--- src/rtl/lmux_pkg.sv ---
package lmux_pkg;

   // Action applied to the storage register at a clock edge
   typedef enum logic [1:0] {
      ST_HOLD    = 2'd0,
      ST_CLEAR   = 2'd1,
      ST_CAPTURE = 2'd2
   } st_action_e;

   localparam int unsigned LMUX_MAX_WIDTH = 64;
   localparam int unsigned LMUX_NUM_SRC   = 3;

   // Decide the storage action from the present latch level and the level seen at the last edge
   function automatic st_action_e decide_action(input logic rst_i,
                                                input logic lat_now,
                                                input logic lat_prev);
      st_action_e act;
      if (rst_i)
         act = ST_CLEAR;
      else if (!lat_now)
         act = ST_CLEAR;
      else if (!lat_prev)
         act = ST_CAPTURE;
      else
         act = ST_HOLD;
      return act;
   endfunction

endpackage

--- src/rtl/lmux_gate_slice.sv ---
module lmux_gate_slice (
   input  logic gate_a,
   input  logic gate_b,
   input  logic gate_c,
   input  logic bit_a,
   input  logic bit_b,
   input  logic bit_c,
   input  logic bit_st,
   output logic bit_o
);

   logic term_a;
   logic term_b;
   logic term_c;

   always_comb begin
      term_a = gate_a & bit_a;
      term_b = gate_b & bit_b;
      term_c = gate_c & bit_c;
      bit_o  = bit_st | term_a | term_b | term_c;
   end

endmodule

--- src/rtl/lmux_store.sv ---
module lmux_store
   import lmux_pkg::*;
#(
   parameter int unsigned WIDTH = 16
) (
   input  logic             clk,
   input  logic             rst,
   input  logic             latch_en,
   input  logic [WIDTH-1:0] cap_word,
   output logic [WIDTH-1:0] st_word
);

   localparam logic [WIDTH-1:0] ZERO_W = '0;

   logic       lat_seen;
   st_action_e act;

   always_comb begin
      act = decide_action(rst, latch_en, lat_seen);
   end

   always_ff @(posedge clk) begin
      if (rst)
         lat_seen <= 1'b0;
      else
         lat_seen <= latch_en;
   end

   always_ff @(posedge clk) begin
      unique case (act)
         ST_CLEAR:   st_word <= ZERO_W;
         ST_CAPTURE: st_word <= cap_word;
         default:    st_word <= st_word;
      endcase
   end

endmodule

--- src/rtl/lmux_latching.sv ---
module lmux_latching
   import lmux_pkg::*;
#(
   parameter int unsigned WIDTH     = 16,
   parameter bit          BIT_SLICE = 1'b1
) (
   input  logic             clk,
   input  logic             rst,
   input  logic             latch_en,
   input  logic             gate_a,
   input  logic             gate_b,
   input  logic             gate_c,
   input  logic [WIDTH-1:0] din_a,
   input  logic [WIDTH-1:0] din_b,
   input  logic [WIDTH-1:0] din_c,
   output logic [WIDTH-1:0] dout
);

   localparam int unsigned MSB = WIDTH - 1;

   initial begin
      assert (WIDTH >= 1 && WIDTH <= LMUX_MAX_WIDTH)
         else $error("lmux_latching: WIDTH %0d outside 1..%0d", WIDTH, LMUX_MAX_WIDTH);
      assert (LMUX_NUM_SRC == 3)
         else $error("lmux_latching: source count must be three");
   end

   logic [MSB:0] st_word;
   logic [MSB:0] mux_word;

   // R6 capture path: the storage takes the full mux output
   lmux_store #(.WIDTH(WIDTH)) u_store (
      .clk      (clk),
      .rst      (rst),
      .latch_en (latch_en),
      .cap_word (mux_word),
      .st_word  (st_word)
   );

   // R1 identical per-bit slices or a single vector form
   generate
      if (BIT_SLICE) begin : g_slices
         for (genvar i = 0; i < WIDTH; i++) begin : g_bit
            lmux_gate_slice u_slice (
               .gate_a (gate_a),
               .gate_b (gate_b),
               .gate_c (gate_c),
               .bit_a  (din_a[i]),
               .bit_b  (din_b[i]),
               .bit_c  (din_c[i]),
               .bit_st (st_word[i]),
               .bit_o  (mux_word[i])
            );
         end
      end else begin : g_vector
         always_comb begin
            mux_word = st_word
                     | (din_a & {WIDTH{gate_a}})
                     | (din_b & {WIDTH{gate_b}})
                     | (din_c & {WIDTH{gate_c}});
         end
      end
   endgenerate

   assign dout = mux_word;

endmodule

--- config.mk ---
export PLATFORM = sky130hd
export DESIGN_NAME = lmux_latching
export DESIGN_NICKNAME = d
export VERILOG_FILES = /design/src/rtl/lmux_pkg.sv /design/src/rtl/lmux_gate_slice.sv /design/src/rtl/lmux_store.sv /design/src/rtl/lmux_latching.sv
export SDC_FILE = /design/constraint.sdc
export NUM_CORES = 1
export LEC_CHECK = 0
export ABC_CLOCK_PERIOD_IN_PS = 2300
export BUFFER_PORTS_ARGS = -buffer_cell sky130_fd_sc_hd__buf_2
export CELL_PAD_IN_SITES_DETAIL_PLACEMENT = 1
export CELL_PAD_IN_SITES_GLOBAL_PLACEMENT = 2
export CORE_ASPECT_RATIO = 0.7
export CORE_UTILIZATION = 26
export CTS_CLUSTER_DIAMETER = 30
export DETAILED_ROUTE_END_ITERATION = 16
export HOLD_SLACK_MARGIN = 0.02
export PLACE_DENSITY = 0.83
export SYNTH_ARGS = -nofsm -noshare
export SYNTH_HDL_FRONTEND = slang
export SYNTH_SLANG_ARGS = --single-unit
--- constraint.sdc ---
create_clock -name clk -period 2.3 [get_ports clk]
set_input_delay 0.46 -clock clk [delete_from_list [all_inputs] [get_ports clk]]
set_output_delay 0.46 -clock clk [all_outputs]
set_load 0.02 [all_outputs]
# Yosys cells after proc, flatten, opt, wreduce, memory -nomap -nowiden
# Cells that the tools add are included.
# totals
register_bits	17
in_bits	54
output_inout_bits	16
elab_cells	105
# op_classes
eq_ne	2
mux	4
bitwise	96
n_reduce_logical	1
# ops
operator	count
$and A1 B1 Y1	48
$or A1 B1 Y1	48
$pmux W16 S2	1
$mux W2	3
$eq A2 B1 Y1 const B	1
$eq A2 B2 Y1 const B	1
$reduce_bool A2 Y1	1

# Longest topological paths before layout
# depth
ltp_word	5
mapped_depth	5
depth_no_buf	4

# Modules after synthesis
# Synthesis repeated with hierarchy kept, for this count alone.
# unflattened
hier_cells	87
hier_area_um2	923.4
# by_module_without_submodules
mod	n_inst	cells_per_inst	area_per_inst_um2	seq_area_each_um2
lmux_store	1	39	663.1	500.5
lmux_gate_slice	16	3	16.3	0.0

# Worst setup path after synthesis
# Ideal clock, no wire load.
# synth_timing
path_kind	in2reg
from	input latch_en
to	register u_store.st_word[0], enable pin
setup_time_ns	0.364
arrival_time_ns	1.288
required_time_ns	1.936
setup_slack_ns	0.648
path_stages	4
n_path_buf	0
path_cell_list	nor2b_1 nor2b_1 ha_1 inv_1
# synth_between
elab_chain_len	4
word_cells_on_any_way	5
classes_between	2 x eq/ne; 2 x mux; 1 x reduce/logical
# synth_rtl
item	line	rtl
from (decl)	lmux_latching.sv:9	input logic latch_en,
$mux W2 (*)	lmux_pkg.sv:20	else if (!lat_now)
$mux W2 (*)	lmux_pkg.sv:18	if (rst_i)
$eq A2 B1 Y1 or $eq A2 B2 Y1 (tied branches)	lmux_store.sv:30	unique case (act)
$reduce_bool A2 Y1 (no source line) (*)	n/a	
to (signal assigned)	lmux_store.sv:32	ST_CAPTURE: st_word <= cap_word;
to (signal assigned)	lmux_store.sv:33	default: st_word <= st_word;
to (decl)	lmux_store.sv:10	output logic [WIDTH-1:0] st_word
# Every way passes the cells marked *; elsewhere a longest branch is shown, timed or not.
# A chain may end at the register's enable or synchronous reset.

# Final worst setup path
# layout_timing
from	input gate_a
to	output dout[13]
# layout_between
elab_chain_len	4
# layout_rtl
item	line	rtl
from (decl)	lmux_latching.sv:10	input logic gate_a,
$and A1 B1 Y1	lmux_gate_slice.sv:17	term_a = gate_a & bit_a;
$or A1 B1 Y1 (3 in series)	lmux_gate_slice.sv:20	bit_o = bit_st | term_a | term_b | term_c;
to (decl)	lmux_latching.sv:16	output logic [WIDTH-1:0] dout
# No other way between the ends.

==> qor.csv <==
stage;metric;value;unit
global_route;grt_pass1_vias;1023;
clock_tree;cts_buffers;3;
power;p_leak;0.639;nW
global_route;grt_first_pass_wirelength;4.97;mm
sta;hold-worst-slack;0.388;ns
layout;syn_to_final_growth;23.8;%
route;wl_per_cell;14.7;µm
layout;antennaDiodeCount;0;
floorplanning;row_count;19;
clock_tree;clk_pin_slew;0.07;ns
route;antenna_left;0;
clock_tree;postCtsResizedCells;0;
clock_tree;cts_root_buf;clkbuf_8;
sta;final_max_slew_viol_count;0;
setup_path;arrival;1.30;ns
route;via_per_inst;4.62;
setup_path;path_max_fanout;16;
yosys;yosysTopAreaCellShare;41.1;%
floorplanning;io_pins;70;
setup_path;cpMostUsedCell;buf_2;
placement;gp_congestion;0.706;
sta;clock_skew;0.00379;ns
yosys;synth.avg_cell_area;10.7;µm²
floorplanning;die_area;4770;µm²
layout;drive_gt1_share;53.4;%
clock_tree;postCtsHoldBufs;0;
placement;pre_cts_ws;0.502;ns
layout;fillers;503;
sta;maxSlewHeadroom;64.8;%
sta;period_minus_slack;1.76;ns
power;cell_internal_pwr;0.000581;W
yosys;synth_top_cells_by_area;edfxtp_1 41%, a22oi_2 13%, buf_4 11%;
sta;grt_setup_unrepaired;no;
floorplanning;core_area;4110;µm²
route;drc;0;
power;switching_share;29.3;%
sta;setup_viol;0;
power;seqPwrFrac;45.7;%
sta;worst_pin_slew;0.528;ns
clock_tree;cts_sinks;17;
setup_path;slowest_stage;buf_2;
power;p_per_area;568;nW/µm²
yosys;ys_ff_latch;17;
route;drtPass1Iterations;3;
placement;dp_hpwl;2.44;mm
yosys;syn_nets;164;
clock_tree;htreeDepth;1;
setup_path;cp_cell_sequence;buf_2, a22oi_1, nand2_1, buf_2;
setup_path;worstReg2RegStart;u_store.lat_seen$_SDFF_PP0_;
floorplanning;initial_core_util;28.4;%
global_route;grt_max_degree;17;
global_route;grtUsageTotal;14.1;%
sta;period_share;76.5;%
power;p_switching;0.000241;W
route;drt_iter0_markers;41;
power;pwr-share-clk;27.4;%
yosys;syn_area;1170;µm²
global_route;grt_antenna_before_repair;0;
power;comb_power_share;26.9;%
yosys;synth_warnings;0;
clock_tree;cts_setup_buffers;0;
flow_run;maxCapViolations;0;
min_path;timing.hold.worst.start;rst;
yosys;yosysTopAreaCell;edfxtp_1;
floorplanning;die_y;58.1;µm
sta;setup_slack;0.539;ns
sta;setup_tns;0;ns
clock_tree;cts_buffer_depth;2;
setup_path;cp-end-kind;output port;
setup_path;worst_setup_path_start_kind;input pin;
layout;nets;217;
sta;fmax;568;MHz
yosys;syn_inst;109;
route;routed_wl;3.12;mm
outcome;run_status;completed;
setup_path;cpPeakStageDelay;0.38;ns
placement;port_buffers;69;
min_path;hp-class;input pin to flip-flop;
route;vias;984;
setup_path;worstPathRequired;1.84;ns
global_route;grt_overflow;0;
setup_path;criticalPathCategory;input pin to output port;
yosys;ys_seq_area_share;42.8;%
sta;hold_viol;0;
clock_tree;cts_tree;yes;
floorplanning;dieWidth;82.1;µm
power;ir_drop;0.000229;V
setup_path;cp-startpoint;gate_a;
clock_tree;clk_latency;0.25;ns
yosys;ys_types;15;
==> cell usage after synthesis (all sizes together) <==
master and number:
a21oi 16, ha 1, buf 23, dfxtp 1, a22oi 16, edfxtp 16
inv 1, nor2b 3, a21boi 16, nand2 16
==> metrics by stage <==
step | total power, W | std cells | instance area (µm²) | utilization [%]
floorplan | 0.000553 | 109 | 1170 | -
global placement | 0.000599 | 209 | 1400 | 34.1
detailed placement | 0.000606 | 209 | 1400 | 34.1
CTS | 0.000839 | 213 | 1450 | 35.2
global route | 0.000874 | 213 | 1450 | 35.2
finish | 0.000822 | 213 | 1450 | 35.2
==> registers in the layout, indices dropped and copies added, names as in the netlist <==
register	flops
u_store.lat_seen	1
u_store.st_word	16
==> power groups by stage <==
stage / Sequential (W) / Clock [W] / Combinational, W
2_1_floorplan: 0.000380 / 0 / 0.000173
3_3_place_gp: 0.000382 / 0 / 0.000217
3_5_place_dp: 0.000382 / 0 / 0.000224
4_1_cts: 0.000376 / 0.000238 / 0.000225
5_1_grt: 0.000379 / 0.000252 / 0.000243
6_report: 0.000376 / 0.000225 / 0.000222
==> kinds of logic after synthesis <==
group	count (synthesis)	synth area share, %
compound gates	48	32.5
fa+ha+maj	1	1.07
buf+inv	24	16.8
simple gates	19	6.75
flops	17	42.8
==> worst max-delay path: cells and delay by family <==
family,cells,cell delay (ns)
buf+inv,2,0.54
compound gates,1,0.20
simple gates,1,0.10
==> per-layer routing <==
metal | up-vias | track usage, % | routed length (µm)
met4 | 0 | 2.26 | 10
met3 | 2 | 4.41 | 215
li1 | 487 | - | -
met5 | - | 0 | 0
met2 | 34 | 26.1 | 1490
met1 | 461 | 16.1 | 1400
==> final cells by class <==
cell class / count / area [µm²] / share of cell area, %
Inverter: 1 / 3.75 / 0.260
Clock buffer: 4 / 45.0 / 3.11
Sequential cell: 17 / 500 / 34.6
Multi-Input combinational cell: 68 / 472 / 32.6
Tap cell: 52 / 65.1 / 4.50
Timing Repair Buffer: 71 / 360 / 24.9
==> final timing paths <==
path / endpoint / slack [ns] / cells after the start
setup / recovery: dout[13] / 0.54 / 4
hold / removal: u_store.lat_seen$_SDFF_PP0_ / 0.39 / 2
setup reg to reg: u_store.st_word[7]$_SDFFCE_PP0P_ / 1.01 / 3
hold reg to reg: u_store.st_word[3]$_SDFFCE_PP0P_ / 0.61 / 2
==> layout by cell type (no fill, tap or decap), drive strengths merged <==
master | synthesis | routed
edfxtp | 16 | 16
inv | 1 | 1
buf | 23 | 71
nor2b | 3 | 3
a21oi | 16 | 16
a22oi | 16 | 16
nand2 | 16 | 16
ha | 1 | 1
clkbuf | 0 | 4
a21boi | 16 | 16
dfxtp | 1 | 1
Power figures use the tool's default switching activity.
